<file path="src/rtl/psw_pkg.sv">
package psw_pkg;
  typedef enum logic [1:0] {
    OP_SPL  = 2'd0,
    OP_CC   = 2'd1,
    OP_SWAB = 2'd2,
    OP_LOAD = 2'd3
  } psw_op_e;

  // flag positions inside the status word
  localparam int FLAG_CNT = 4;
  localparam int BIT_C    = 0;
  localparam int BIT_V    = 1;
  localparam int BIT_Z    = 2;
  localparam int BIT_N    = 3;
endpackage

</file>
<file path="src/rtl/psw_cc_unit.sv">
module psw_cc_unit
  import psw_pkg::*;
#(
  parameter int W = 16
) (
  input  logic [W-1:0]      psw_in,
  input  logic [FLAG_CNT:0] ctl,      // [FLAG_CNT] = set/clear, [FLAG_CNT-1:0] = enables
  output logic [W-1:0]      psw_out
);
  localparam int SEL = FLAG_CNT;

  for (genvar i = 0; i < FLAG_CNT; i++) begin : g_flag
    assign psw_out[i] = ctl[i] ? ctl[SEL] : psw_in[i];
  end
  assign psw_out[W-1:FLAG_CNT] = psw_in[W-1:FLAG_CNT];
endmodule

</file>
<file path="src/rtl/psw_spl_unit.sv">
module psw_spl_unit #(
  parameter int W        = 16,
  parameter int PRI_LSB  = 5,
  parameter int PRI_W    = 3,
  parameter int MODE_LSB = 14,
  parameter int MODE_W   = 2
) (
  input  logic [W-1:0]     psw_in,
  input  logic [PRI_W-1:0] new_pri,
  output logic             is_kernel,
  output logic [W-1:0]     psw_out
);
  localparam int PRI_MSB  = PRI_LSB + PRI_W - 1;
  localparam int MODE_MSB = MODE_LSB + MODE_W - 1;

  assign is_kernel = (psw_in[MODE_MSB:MODE_LSB] == '0);

  always_comb begin
    psw_out = psw_in;
    if (is_kernel) psw_out[PRI_MSB:PRI_LSB] = new_pri;
  end
endmodule

</file>
<file path="src/rtl/psw_swab_unit.sv">
module psw_swab_unit
  import psw_pkg::*;
#(
  parameter int W = 16
) (
  input  logic [W-1:0] psw_in,
  input  logic [W-1:0] operand,
  output logic [W-1:0] swapped,
  output logic [W-1:0] psw_out
);
  localparam int HALF = W / 2;

  assign swapped = {operand[HALF-1:0], operand[W-1:HALF]};

  always_comb begin
    psw_out        = psw_in;
    psw_out[BIT_N] = swapped[W-1];
    psw_out[BIT_Z] = (swapped[HALF-1:0] == '0);
    psw_out[BIT_V] = 1'b0;
    psw_out[BIT_C] = 1'b0;
  end
endmodule

</file>
<file path="src/rtl/psw_update_unit.sv">
module psw_update_unit
  import psw_pkg::*;
#(
  parameter int W        = 16,
  parameter int PRI_LSB  = 5,
  parameter int PRI_W    = 3,
  parameter int MODE_LSB = 14,
  parameter int MODE_W   = 2
) (
  input  logic         clk,
  input  logic         rst,
  input  logic         in_valid,
  output logic         in_ready,
  input  logic [1:0]   in_op,
  input  logic [W-1:0] in_inst,
  input  logic [W-1:0] in_operand,
  output logic         out_valid,
  input  logic         out_ready,
  output logic [W-1:0] out_data,
  output logic [W-1:0] psw
);
  logic [W-1:0] psw_q, out_data_q;
  logic         out_valid_q;
  logic [W-1:0] psw_cc, psw_spl, psw_swab, swapped, psw_nxt, data_nxt;
  logic         kernel;
  logic         accept;
  psw_op_e      op;

  assign op       = psw_op_e'(in_op);
  assign in_ready = !out_valid_q || out_ready;
  assign accept   = in_valid && in_ready;

  psw_cc_unit #(.W(W)) u_cc (
    .psw_in (psw_q),
    .ctl    (in_inst[FLAG_CNT:0]),
    .psw_out(psw_cc)
  );

  psw_spl_unit #(
    .W(W), .PRI_LSB(PRI_LSB), .PRI_W(PRI_W), .MODE_LSB(MODE_LSB), .MODE_W(MODE_W)
  ) u_spl (
    .psw_in   (psw_q),
    .new_pri  (in_inst[PRI_W-1:0]),
    .is_kernel(kernel),
    .psw_out  (psw_spl)
  );

  psw_swab_unit #(.W(W)) u_swab (
    .psw_in (psw_q),
    .operand(in_operand),
    .swapped(swapped),
    .psw_out(psw_swab)
  );

  always_comb begin
    unique case (op)
      OP_SPL:  psw_nxt = psw_spl;
      OP_CC:   psw_nxt = psw_cc;
      OP_SWAB: psw_nxt = psw_swab;
      default: psw_nxt = in_operand;
    endcase
    data_nxt = (op == OP_SWAB) ? swapped : psw_nxt;
  end

  always_ff @(posedge clk) begin
    if (rst) begin
      psw_q       <= '0;
      out_valid_q <= 1'b0;
      out_data_q  <= '0;
    end else begin
      if (accept) begin
        psw_q       <= psw_nxt;
        out_data_q  <= data_nxt;
        out_valid_q <= 1'b1;
      end else if (out_ready) begin
        out_valid_q <= 1'b0;
      end
    end
  end

  assign out_valid = out_valid_q;
  assign out_data  = out_data_q;
  assign psw       = psw_q;

  // status word moves only on accepted items
  p_hold_idle_r9: assert property (@(posedge clk) disable iff (rst)
    (!$past(accept) && !$past(rst)) |-> $stable(psw_q));

  // stalled output item is held
  p_stall_hold_r9: assert property (@(posedge clk) disable iff (rst)
    (out_valid && !out_ready) |=> (out_valid && $stable(out_data)));

  // priority change outside kernel mode is dropped
  p_spl_user_r3: assert property (@(posedge clk) disable iff (rst)
    (accept && op == OP_SPL && !kernel) |=> $stable(psw_q));

  // byte swap always clears V and C
  p_swab_vc_r6: assert property (@(posedge clk) disable iff (rst)
    (accept && op == OP_SWAB) |=> (psw_q[BIT_V] == 1'b0 && psw_q[BIT_C] == 1'b0));

  // flag set with C enabled leaves C high
  p_cc_set_c_r4: assert property (@(posedge clk) disable iff (rst)
    (accept && op == OP_CC && in_inst[FLAG_CNT] && in_inst[BIT_C]) |=> psw_q[BIT_C]);

  // load writes the whole word
  p_load_r7: assert property (@(posedge clk) disable iff (rst)
    (accept && op == OP_LOAD) |=> (psw_q == $past(in_operand)));
endmodule

</file>
<file path="config.mk">
export PLATFORM = sky130hd
export DESIGN_NAME = psw_update_unit
export DESIGN_NICKNAME = d
export VERILOG_FILES = /design/src/rtl/psw_pkg.sv /design/src/rtl/psw_cc_unit.sv /design/src/rtl/psw_spl_unit.sv /design/src/rtl/psw_swab_unit.sv /design/src/rtl/psw_update_unit.sv
export SDC_FILE = /design/constraint.sdc
export NUM_CORES = 1
export LEC_CHECK = 0
export CORE_UTILIZATION = 45
export CTS_BUF_LIST = sky130_fd_sc_hd__clkbuf_8
export CTS_CLUSTER_DIAMETER = 30
export DETAILED_ROUTE_END_ITERATION = 7
export GPL_TIMING_DRIVEN = 1
export PLACE_DENSITY = 0.79
export SLEW_MARGIN = 15
export SYNTH_ARGS = -nofsm -noshare
export SYNTH_HDL_FRONTEND = slang
export SYNTH_HIERARCHICAL = 1
export SYNTH_SLANG_ARGS = --single-unit
</file>
<file path="constraint.sdc">
create_clock -name clk -period 1.2 [get_ports clk]
set_input_delay 0.24 -clock clk [delete_from_list [all_inputs] [get_ports clk]]
set_output_delay 0.24 -clock clk [all_outputs]
set_load 0.02 [all_outputs]
</file>
### After elaboration in Yosys (flattened, before gate mapping)

Index checks and enable logic that the tools add are counted.

| storage, ports and cells | value |
|---|---|
| bits in registers | 33 |
| output and inout bits | 34 |
| logic and storage cells | 21 |

| cells by class | value |
|---|---|
| equality and inequality tests | 2 |
| mux-type cells | 9 |
| reductions and logical operators | 7 |

Operators by type and width:

| operator | number |
|---|---|
| case mux 16 bit (3 select lines) | 1 |
| two-way mux 16 bit | 1 |
| zero test 8 bit | 1 |
| two-way mux 1 bit | 6 |
| zero test 2 bit | 2 |
| two-way mux 3 bit | 1 |
| equality test 2 x 1 -> 1 bit (second input constant) | 1 |
| equality test 2 bit (second input constant) | 1 |
| nonzero test 2 bit | 1 |
| logical AND 1 bit | 1 |
| zero test 1 bit | 1 |
| logical OR 1 bit | 1 |

### Logic depth before layout (Yosys ltp)

| depth | value |
|---|---|
| depth in word-level cells | 4 |
| depth in mapped cells | 7 |
| depth with buffers taken out | 5 |

### By module

The synthesis kept the hierarchy.

Modules (own cells, without submodules):

| module | instances | cells an instance | area an instance (µm²) |
|---|---|---|---|
| psw_update_unit | 1 | 201 | 1936.9 |
| psw_swab_unit | 1 | 35 | 255.2 |
| psw_spl_unit | 1 | 17 | 153.9 |
| psw_cc_unit | 1 | 16 | 150.1 |

### Worst setup path after synthesis

Ideal clock, no wire load.

| path | value |
|---|---|
| path type | register to register |
| start point | register out_valid_q, in the netlist out_valid |
| end point | register out_data_q[15], in the netlist out_data[15] |
| library setup time | 0.060 ns |
| data arrival time | 1.412 ns |
| path slack | -0.273 ns |
| stages on the path, launching flop included | 6 |
| buffers on the path | 1 |
| period minus slack after synthesis | 1.473 ns |
| path through | dfxtp_1 > nor2b_4 > inv_1 > a21oi_2 > buf_2 > a22o_1 |

| between the ends | value |
|---|---|
| longest elaborated chain between the ends | 3 |

RTL lines:

| what | line | text |
|---|---|---|
| start: declaration | psw_update_unit.sv:23 | `logic out_valid_q;` |
| start signal: assignment | psw_update_unit.sv:68 | `out_valid_q <= 1'b0;` |
| start signal: assignment | psw_update_unit.sv:74 | `out_valid_q <= 1'b1;` |
| start signal: assignment | psw_update_unit.sv:76 | `out_valid_q <= 1'b0;` |
| zero test 1 bit | psw_update_unit.sv:30 | `assign in_ready = !out_valid_q \|\| out_ready;` |
| logical OR 1 bit | psw_update_unit.sv:30 |  |
| via in_ready | psw_update_unit.sv:13 | `output logic in_ready,` |
| logical AND 1 bit | psw_update_unit.sv:31 | `assign accept = in_valid && in_ready;` |
| end signal: assignment | psw_update_unit.sv:73 | `out_data_q <= data_nxt;` |
| end: declaration | psw_update_unit.sv:22 | `logic [W-1:0] psw_q, out_data_q;` |

The timed path passes the listed nets, and every way through them passes these cells.
A chain may end at the register's enable or synchronous reset.

### Worst setup path in the final report

| path | value |
|---|---|
| start point | register out_valid_q, in the netlist out_valid |
| end point | register psw_q[11], in the netlist psw[11] |

| between the ends | value |
|---|---|
| longest elaborated chain between the ends | 3 |

RTL lines:

| what | line | text |
|---|---|---|
| zero test 1 bit | psw_update_unit.sv:30 |  |
| logical OR 1 bit | psw_update_unit.sv:30 |  |
| logical AND 1 bit | psw_update_unit.sv:31 |  |
| end signal: assignment | psw_update_unit.sv:72 | `psw_q <= psw_nxt;` |
| end: declaration | psw_update_unit.sv:22 |  |

No other way between the ends.

==> impl_metrics.ini <==
[routing]
wl_per_cell_um = 18.5
first_pass_iters = 4
vias = 2239
drc_errors = 0
vias_per_cell = 5.53
wirelength_um = 7490
ant_nets = 0
drtIter0Drc = 102

[hold_path]
min_path_type = input pin to flop
hp-start = in_op[1]

[final_layout]
fin_util = 0.697
layout.cells.most_common_list = 52 x buf_4, 32 x nand2_1, 32 x nand3b_1, 32 x a22o_1, 19 x clkbuf_2
syn_to_final_growth_pct = 46.3
final_common_cell = buf_4
nFillCells = 372
final_cell_count_no_fill = 405
multi_input_area_mm2 = 0.00157
num-nets-final = 372
fin_area_mm2 = 0.00365
antennaDiodeCount = 0
drive_gt1_frac = 0.487
regArea_um2 = 689

[placed_design]
dp_hpwl_um = 4760
dp_cells = 383
io_buffers = 60
gp_congestion = 0.853
placed_area_mm2 = 0.00331

[logic_synthesis]
synth_compound_area_frac = 0.211
syn_inst = 269
netlist_area_mm2 = 0.00250
yosysSeqAreaShare = 0.265
synthAdderAreaFrac = 0
synth.distinct_cells = 25
synth_xor_area_frac = 0
synth_top_family_by_area = buffers and inverters
synth.ff_latch_count = 33
synth_mux_area_frac = 0.106
yosysWarnings = 6
synth_area_per_cell_um2 = 9.28
synthSimpleGateAreaFrac = 0.202

[worst_setup_path]
slowest_delay_ns = 0.35
path_max_fanout = 6
required_ns = 1.43
cp.arrival_ns = 1.64
critical_path.most_common_cell = buf_6
slowest_stage = dfxtp_4
worstSetupEndpointType = flop
path_cells = nor2b_4 > inv_4 > buf_6 > a21oi_4 > buf_6 > buf_12 > buf_16 > a22o_1
worstSetupPathType = flop to flop
cp-start-kind = flop
startpoint = out_valid
r2r_start = out_valid

[clocking]
clk_transition_reported_paths_ns = 0.07
ctsHoldBuffers = 0
numClockSinks = 33
clock_latency_ns = 0.29
cts_buffers = 5
clk_path_buf_depth = 2
htreeDepth = 2
clockRootBuffer = clkbuf_8
cts_tree = built

[sta]
finalSetupViolations = 30
hold_violations = 0
fmaxAchievable_mhz = 707
setup_ws_ns = -0.214
setup-tns-final_ns = -4.04
fin_skew_ns = 0.0117
drv_slew = 0
period_share = 1.18
rsz0062_at_grt = yes
fin_crit_ns = 1.41

[grt]
grt_pass1_wl_um = 12100
grt.total_usage = 0.266
grt_pass1_vias = 2306
grt_antenna_before_repair = 0
overflow = 0
grt_max_degree = 16

[power]
p_leak_nw = 1.54
ir_worst_vdd_mv = 1.16
p_per_area_mw_per_mm2 = 967
total_power_mw = 3.53

[run]
maxCapViolations = 0

[die]
start_util = 0.477
die_area_mm2 = 0.00585
die-height_um = 76.5
die_x_um = 76.5
core-area_mm2 = 0.00524
rows = 26
ios = 72

[status]
violations = negative setup slack
outcome = finished, violations left
critical path: cells and delay by family, from the launching register on:
| family | cells | cell delay, ns |
|---|---|---|
| AND/OR/NAND/NOR | 1 | 0.17 |
| flip-flops | 1 | 0.35 |
| AO/OA/AOI/OAI | 2 | 0.27 |
| buffers and inverters | 5 | 0.55 |
synth_stat cells (all sizes together):
cell type	instances	area [um2]
dfxtp	33	661
a2111oi	16	233
a21oi	2	13.8
nand3b	32	240
buf	68	499
mux2	7	105
nor2	2	15.0
mux2i	16	160
clkbuf	7	28.8
nand2b	16	100
nand2	32	120
inv	2	7.51
a22o	32	280
nor2b	1	13.8
or4	2	15.0
conb	1	3.75
registers in the layout, summed over array words and instances (netlist names):
signal,count
out_data,16
out_valid,1
psw,16
cell type report:
type / instances / share of cell area
multi-input combinational: 160 / 0.430
timing repair buffer: 132 / 0.323
sequential: 33 / 0.189
tap: 70 / 0.0240
clock buffer: 6 / 0.0226
clock inverter: 2 / 0.00925
inverter: 2 / 0.00274
metrics by stage:
stage	hold WS (ns)	worst slack, ns
4_1_cts	0.464	-0.163
6_report	0.480	-0.214
3_5_place_dp	0.473	-0.555
5_1_grt	0.490	-0.250
3_3_place_gp	0.469	-0.532
2_1_floorplan	0.495	-0.0711
repair_timing:
item,in CTS,in global routing
cloned,3,0
endpoints found under the setup margin,66,60
pin swaps,27,18
gates resized for setup,122,37
setup buffers,11,3
final timing paths:
kind / slack (ns) / endpoint / cells past startpoint
max: -0.21 / psw[11] / 8
min: 0.48 / psw[7] / 5
max reg2reg: -0.21 / psw[11] / 8
min reg2reg: 0.49 / out_data[10] / 1
per-layer routing:
layer | share of wire | routed length, um | global-route usage | vias up
met4 | 0.025 | 186 | 0.106 | 0
met1 | 0.42 | 3130 | 0.319 | 1106
met3 | 0.043 | 321 | 0.0515 | 17
met2 | 0.51 | 3850 | 0.465 | 76
li1 | - | - | - | 1040
met5 | 0 | 0 | 0 | -
where the power goes:
part,switching (mW),leakage [nW],internal (mW)
sequential,0.0634,0.279,1.18
combinational,0.571,1.20,0.607
clock,0.442,0.0626,0.669
total,1.08,1.54,2.45
cell families (layout without fill, tap and decap cells):
family | after synthesis | in the layout
simple gates | 85 | 85
flops | 33 | 33
other cells | 1 | 2
buf+inv | 77 | 142
mux | 23 | 23
compound gates | 50 | 50
Note: power is estimated with default switching activity, not from simulation.
